File: config.mk
export PLATFORM = sky130hd
export DESIGN_NAME = mdio_master
export DESIGN_NICKNAME = d
export VERILOG_FILES = /design/src/rtl/mdio_pkg.sv /design/src/rtl/mdio_tick_gen.sv /design/src/rtl/mdio_frame_seq.sv /design/src/rtl/mdio_shift_path.sv /design/src/rtl/mdio_master.sv
export SDC_FILE = /design/constraint.sdc
export NUM_CORES = 1
export LEC_CHECK = 0
export ABC_AREA = 1
export BUFFER_PORTS_ARGS = -buffer_cell sky130_fd_sc_hd__buf_2
export CAP_MARGIN = 20
export CORE_MARGIN = 3
export CORE_UTILIZATION = 45
export DETAILED_ROUTE_END_ITERATION = 8
export GPL_TIMING_DRIVEN = 1
export PLACE_DENSITY = 0.64
export RECOVER_POWER = 25
export SLEW_MARGIN = 20
export SYNTH_ARGS = -nofsm -noshare
export SYNTH_HDL_FRONTEND = slang
export SYNTH_SLANG_ARGS = --single-unit
File: constraint.sdc
create_clock -name clk_i -period 1.9 [get_ports clk_i]
set_input_delay 0.285 -clock clk_i [delete_from_list [all_inputs] [get_ports clk_i]]
set_output_delay 0.285 -clock clk_i [all_outputs]
set_load 0.05 [all_outputs]
File: src/rtl/mdio_pkg.sv
package mdio_pkg;
  localparam int ADDR_W    = 5;
  localparam int DATA_W    = 16;
  localparam int WORD_W    = 32;
  localparam int SLOT_W    = 7;
  localparam int PRE_SLOTS = 32;
  localparam int RD_IDLE   = 46;
  localparam int ACK_SLOT  = 47;
  localparam int DAT_FIRST = 48;
  localparam int DAT_LAST  = 63;
  localparam int END_SLOT  = 64;

  typedef logic [SLOT_W-1:0] slot_t;

  function automatic logic [WORD_W-1:0] frame_word(
    input logic              rd,
    input logic [ADDR_W-1:0] phy,
    input logic [ADDR_W-1:0] regad,
    input logic [DATA_W-1:0] wd
  );
    logic [1:0] op, ta;
    op = rd ? 2'b10 : 2'b01;
    ta = rd ? 2'b00 : 2'b10;
    return {2'b01, op, phy, regad, ta, (rd ? '0 : wd)};
  endfunction
endpackage

File: src/rtl/mdio_tick_gen.sv
module mdio_tick_gen #(
  parameter int DIV_HALF = 40
) (
  input  logic clk_i,
  input  logic rst_ni,
  input  logic clear_i,
  input  logic run_i,
  output logic tick_o
);
  localparam int CW = (DIV_HALF < 2) ? 1 : $clog2(DIV_HALF);
  localparam logic [CW-1:0] LAST = CW'(DIV_HALF - 1);

  logic [CW-1:0] cnt_q;

  always_ff @(posedge clk_i or negedge rst_ni) begin
    if (!rst_ni)                  cnt_q <= '0;
    else if (clear_i)             cnt_q <= '0;
    else if (run_i) begin
      if (cnt_q == LAST)          cnt_q <= '0;
      else                        cnt_q <= cnt_q + 1'b1;
    end
  end

  assign tick_o = run_i && (cnt_q == LAST);
endmodule

File: src/rtl/mdio_frame_seq.sv
module mdio_frame_seq
  import mdio_pkg::*;
(
  input  logic  clk_i,
  input  logic  rst_ni,
  input  logic  accept_i,
  input  logic  tick_i,
  output logic  busy_o,
  output logic  phase_o,
  output slot_t slot_o,
  output logic  rise_o,
  output logic  fall_o,
  output logic  last_o,
  output logic  done_o
);
  logic  busy_q, phase_q, done_q;
  slot_t slot_q;

  assign rise_o = busy_q && tick_i && !phase_q;
  assign fall_o = busy_q && tick_i && phase_q;
  assign last_o = fall_o && (slot_q == slot_t'(END_SLOT));

  always_ff @(posedge clk_i or negedge rst_ni) begin
    if (!rst_ni) begin
      busy_q  <= 1'b0;
      phase_q <= 1'b0;
      slot_q  <= '0;
      done_q  <= 1'b0;
    end else begin
      done_q <= 1'b0;
      if (accept_i) begin
        busy_q  <= 1'b1;
        phase_q <= 1'b0;
        slot_q  <= '0;
      end else if (rise_o) begin
        phase_q <= 1'b1;
      end else if (fall_o) begin
        phase_q <= 1'b0;
        if (last_o) begin
          busy_q <= 1'b0;
          done_q <= 1'b1;
        end else begin
          slot_q <= slot_q + 1'b1;
        end
      end
    end
  end

  assign busy_o  = busy_q;
  assign phase_o = phase_q;
  assign slot_o  = slot_q;
  assign done_o  = done_q;
endmodule

File: src/rtl/mdio_shift_path.sv
module mdio_shift_path
  import mdio_pkg::*;
(
  input  logic              clk_i,
  input  logic              rst_ni,
  input  logic              load_i,
  input  logic              rd_i,
  input  logic [ADDR_W-1:0] phy_i,
  input  logic [ADDR_W-1:0] reg_i,
  input  logic [DATA_W-1:0] wdata_i,
  input  logic              busy_i,
  input  slot_t             slot_i,
  input  logic              rise_i,
  input  logic              fall_i,
  input  logic              last_i,
  input  logic              mdi_i,
  output logic              mdo_o,
  output logic              oe_o,
  output logic [DATA_W-1:0] rdata_o,
  output logic              err_o
);
  logic              rd_q, ack_q, err_q;
  logic [WORD_W-1:0] sh_q;
  logic [DATA_W-1:0] rx_q;
  logic              in_pre, in_data;

  assign in_pre  = slot_i < slot_t'(PRE_SLOTS);
  assign in_data = (slot_i >= slot_t'(DAT_FIRST)) && (slot_i <= slot_t'(DAT_LAST));

  always_ff @(posedge clk_i or negedge rst_ni) begin
    if (!rst_ni) begin
      rd_q  <= 1'b0;
      ack_q <= 1'b0;
      err_q <= 1'b0;
      sh_q  <= '0;
      rx_q  <= '0;
    end else if (load_i) begin
      rd_q  <= rd_i;
      ack_q <= 1'b0;
      err_q <= 1'b0;
      sh_q  <= frame_word(rd_i, phy_i, reg_i, wdata_i);
      rx_q  <= '0;
    end else begin
      if (fall_i && !in_pre) sh_q <= {sh_q[WORD_W-2:0], 1'b0};
      if (rise_i && rd_q) begin
        // high level at ack slot = no PHY response
        if (slot_i == slot_t'(ACK_SLOT)) ack_q <= mdi_i;
        if (in_data && !ack_q)           rx_q  <= {rx_q[DATA_W-2:0], mdi_i};
      end
      if (last_i) err_q <= rd_q && ack_q;
    end
  end

  assign oe_o    = busy_i && (slot_i <= (rd_q ? slot_t'(RD_IDLE) : slot_t'(DAT_LAST)));
  assign mdo_o   = oe_o && (in_pre || sh_q[WORD_W-1]);
  assign rdata_o = rx_q;
  assign err_o   = err_q;
endmodule

File: src/rtl/mdio_master.sv
module mdio_master
  import mdio_pkg::*;
#(
  parameter int DIV_HALF = 40
) (
  input  logic              clk_i,
  input  logic              rst_ni,
  input  logic              start_i,
  input  logic              rd_i,
  input  logic [ADDR_W-1:0] phy_addr_i,
  input  logic [ADDR_W-1:0] reg_addr_i,
  input  logic [DATA_W-1:0] wdata_i,
  output logic [DATA_W-1:0] rdata_o,
  output logic              err_o,
  output logic              done_o,
  output logic              busy_o,
  output logic              mdc_o,
  output logic              mdo_o,
  output logic              mdo_oe_o,
  input  logic              mdi_i
);
  logic  accept, tick, busy, rise, fall, last;
  slot_t slot;

  assign accept = start_i && !busy;

  mdio_tick_gen #(.DIV_HALF(DIV_HALF)) u_tick (
    .clk_i   (clk_i),
    .rst_ni  (rst_ni),
    .clear_i (accept),
    .run_i   (busy),
    .tick_o  (tick)
  );

  mdio_frame_seq u_seq (
    .clk_i    (clk_i),
    .rst_ni   (rst_ni),
    .accept_i (accept),
    .tick_i   (tick),
    .busy_o   (busy),
    .phase_o  (mdc_o),
    .slot_o   (slot),
    .rise_o   (rise),
    .fall_o   (fall),
    .last_o   (last),
    .done_o   (done_o)
  );

  mdio_shift_path u_path (
    .clk_i   (clk_i),
    .rst_ni  (rst_ni),
    .load_i  (accept),
    .rd_i    (rd_i),
    .phy_i   (phy_addr_i),
    .reg_i   (reg_addr_i),
    .wdata_i (wdata_i),
    .busy_i  (busy),
    .slot_i  (slot),
    .rise_i  (rise),
    .fall_i  (fall),
    .last_i  (last),
    .mdi_i   (mdi_i),
    .mdo_o   (mdo_o),
    .oe_o    (mdo_oe_o),
    .rdata_o (rdata_o),
    .err_o   (err_o)
  );

  assign busy_o = busy;
endmodule

==> flow_summary.toml <==
[sta]
whs_ns = 0.164
fin_skew_ns = 0.0103
setup_violations = 2
max_freq_ghz = 0.491
rsz0062_at_grt = "yes"
finalCritPeriodShare_pct = 107
fin_ws_ns = -0.135
worst-slew-pin-transition_ns = 0.918
timing.slew.headroom_pct = 38.8
min_period_ns = 2.03
hold_violations = 0
drv_slew = 0

[power_and_ir_drop]
ir_drop_mv = 0.501
powerDensity_nw_per_um2 = 875
p_leak_nw = 2.32

[yosys]
ys.flop_type = "dfrtp_1"
ys_ff_latch = 67
ys_warn_count = 0
post_synth.cell_area_avg_um2 = 7.76
synth_top_area_cell = "dfrtp_1"
synth_edf_count = 0
synth_area_um2 = 3560
postSynthCellCount = 459
synth_most_common_cell = "nand2_1"
netlist-cell-type-count = 28
synth-seq-area-share_pct = 47.1
netlist_top_cells_count = "nand2_1, dfrtp_1, nand3_1"
async_reset_ff_share_pct = 100
synth_top_area_share_pct = 47.1
synth_nets = 495
synth.area.top_cells = "dfrtp_1, nand2_1, nand3_1"

[min_path]
min_to = "u_path.sh_q[0]"
whs_path_depth = 3
worstHoldStart = "wdata_i[0]"
hold_class = "in2reg"

[clocking]
clockBufferDepth = 2
cts_max_level = 3
root_buffer = "clkbuf_8"
cts_inserted_buffers = 9
insertion_delay_ns = 0.34
cts_tree = "yes"
clk_pin_slew_ns = 0.07
cts_sinks = 67

[critical_path]
worst_ep_arrival_time_ns = 1.75
regToRegSetupSlack_ns = 0.12
crit_type = "reg2out"
rr_endpoint = "u_path.rdata_o[1]"
reg2reg_from = "u_seq.slot_o[0]"
worst_setup_path_end_kind = "primary output"
crit_fanout = 2
crit_path_start_kind = "flip-flop"
reg2reg_depth = 8
crit_required_ns = 1.62

[global_routing]
track_usage_pct = 18.3
gr-usage-met2_pct = 28.8
met3_usage_pct = 3.98
grt_use_met1_pct = 24.5
gr-total-overflow = 0
grt_pass1_vias = 2820
antenna_found_initial = 0
grt_busiest_layer = "met2"
grt_pass1_wl_um = 13000
grt_max_degree = 68

[job]
maxCapViolCount = 0

[outcome]
status = "complete, but fails checks"
violations = "setup timing"

[final_layout]
drive_above_1_share_pct = 20.2
antenna_cells = 0
fin_area_um2 = 4240
syn2layout_area_growth_pct = 18.9
num-fill-cells = 698
layout.nets = 556

[place]
port-buffer-count = 52
gp_congestion = 0.841
dpl.hpwl_um = 5090
dpl-instance-area_um2 = 3940

[route]
via_per_inst = 5.03
routed_wl_um = 7770
num_vias = 3136
route.detailed.drc = 0
post_drt_wl_per_cell_um = 12.5
dr.pass1.iters = 4
ant_nets = 0
drt_iter0_markers = 93

[floorplanning]
start_util_pct = 47.8
dieArea_um2 = 9020
fp.dieW_um = 95.0
io_pins = 53
die_h_um = 95.0
placementRows = 31
core_area_um2 = 7450
==> flip-flops by register name, summed over array words and instances, names as in the netlist <==
| name | flops |
|---|---|
| u_path.rd_q | 1 |
| u_path.err_o | 1 |
| u_seq.slot_o | 7 |
| u_tick.cnt_q | 6 |
| u_path.rdata_o | 16 |
| u_path.sh_q | 32 |
| u_seq.busy_o | 1 |
| u_seq.done_o | 1 |
| u_seq.phase_o | 1 |
| u_path.ack_q | 1 |
==> layer usage <==
| layer | share of wire [%] | vias to the layer above |
|---|---|---|
| li1 | - | 1598 |
| met1 | 47 | 1461 |
| met2 | 47 | 67 |
| met3 | 4.8 | 10 |
| met4 | 1.4 | 0 |
| met5 | 0 | - |
==> report_power, final <==
group	internal, W	switching, W	total [W]	leakage [nW]
Clock	0.000905	0.000550	0.00145	0.123
Sequential	0.00159	0.000136	0.00173	0.878
Combinational	0.000218	0.000307	0.000525	1.32
==> cells by family (layout without fill, tap and decap cells) <==
group	count (synthesis)	count (layout)	share of synthesized area, %
AND/OR/NAND/NOR	288	288	35.6
flip-flops	67	67	47.1
buffers and inverters	64	130	8.71
AO/OA/AOI/OAI	32	32	6.15
adder cells (fa/ha/maj)	5	5	1.76
XOR/XNOR	3	3	0.738
==> through the flow <==
step / TNS [ns] / total power [W] / worst slack (ns) / cells / util, %
2_1_floorplan: 0 / 0.00210 / 0.172 / 459 / -
3_3_place_gp: 0 / 0.00225 / 0.139 / 603 / 53.0
3_5_place_dp: 0 / 0.00227 / 0.114 / 603 / 53.0
4_1_cts: -0.367 / 0.00375 / -0.189 / 621 / 56.6
5_1_grt: -0.567 / 0.00390 / -0.234 / 624 / 56.9
6_report: -0.257 / 0.00371 / -0.135 / 624 / 56.9
==> layout make-up <==
class	instances	area [um^2]	area share [%]
flip-flops and latches	67	1680	39.6
multi-input cells	328	1580	37.4
repair buffers	74	457	10.8
inverters	40	153	3.60
clock buffers	11	141	3.34
well taps	99	124	2.92
clock inverters	5	100	2.36
==> worst max path at each step <==
| stage | cells after the start | to | slack (ns) | startpoint |
|---|---|---|---|---|
| 2_1_floorplan | 7 | mdo_o | 0.17 | u_seq.slot_o[4] |
| 3_3_place_gp | 9 | mdo_oe_o | 0.14 | u_seq.slot_o[4] |
| 3_5_place_dp | 9 | mdo_oe_o | 0.11 | u_seq.slot_o[4] |
| 4_1_cts | 9 | mdo_oe_o | -0.19 | u_seq.slot_o[4] |
| 5_1_grt | 9 | mdo_o | -0.23 | u_path.rd_q |
| 6_report | 9 | mdo_o | -0.13 | u_seq.slot_o[4] |
==> worst max-delay path: stages, from the launching register on <==
cell and delay, ns:
dfrtp_1 0.40, ha_1 0.29, nand2_1 0.06, nor2_2 0.12
nand3_1 0.08, o21ai_1 0.12, nand2_1 0.07, nand2_2 0.08
nor2_2 0.04, buf_6 0.15
==> cells in the final DEF (no fill, tap or decap), types with 3 or more instances in the layout <==
master and instances:
o21ai_0 12, ha_1 5, a22o_1 15, nor2_4 3
nor2_2 5, buf_2 50, nand4_1 23, nand2_1 174
nand3_1 43, buf_6 3, dfrtp_1 66, bufinv_16 3
a21oi_1 3, inv_1 37, nor2_1 32, buf_4 18
clkbuf_8 10
==> repair_timing <==
item,4_1_cts,5_1_grt
hold endpoints to repair,67,0
buffers inserted,1,3
pin swaps,1,3
hold buffers,1,0
resized for setup,6,4
setup endpoints to repair,2,27
Note: power is estimated with default switching activity, not from simulation.
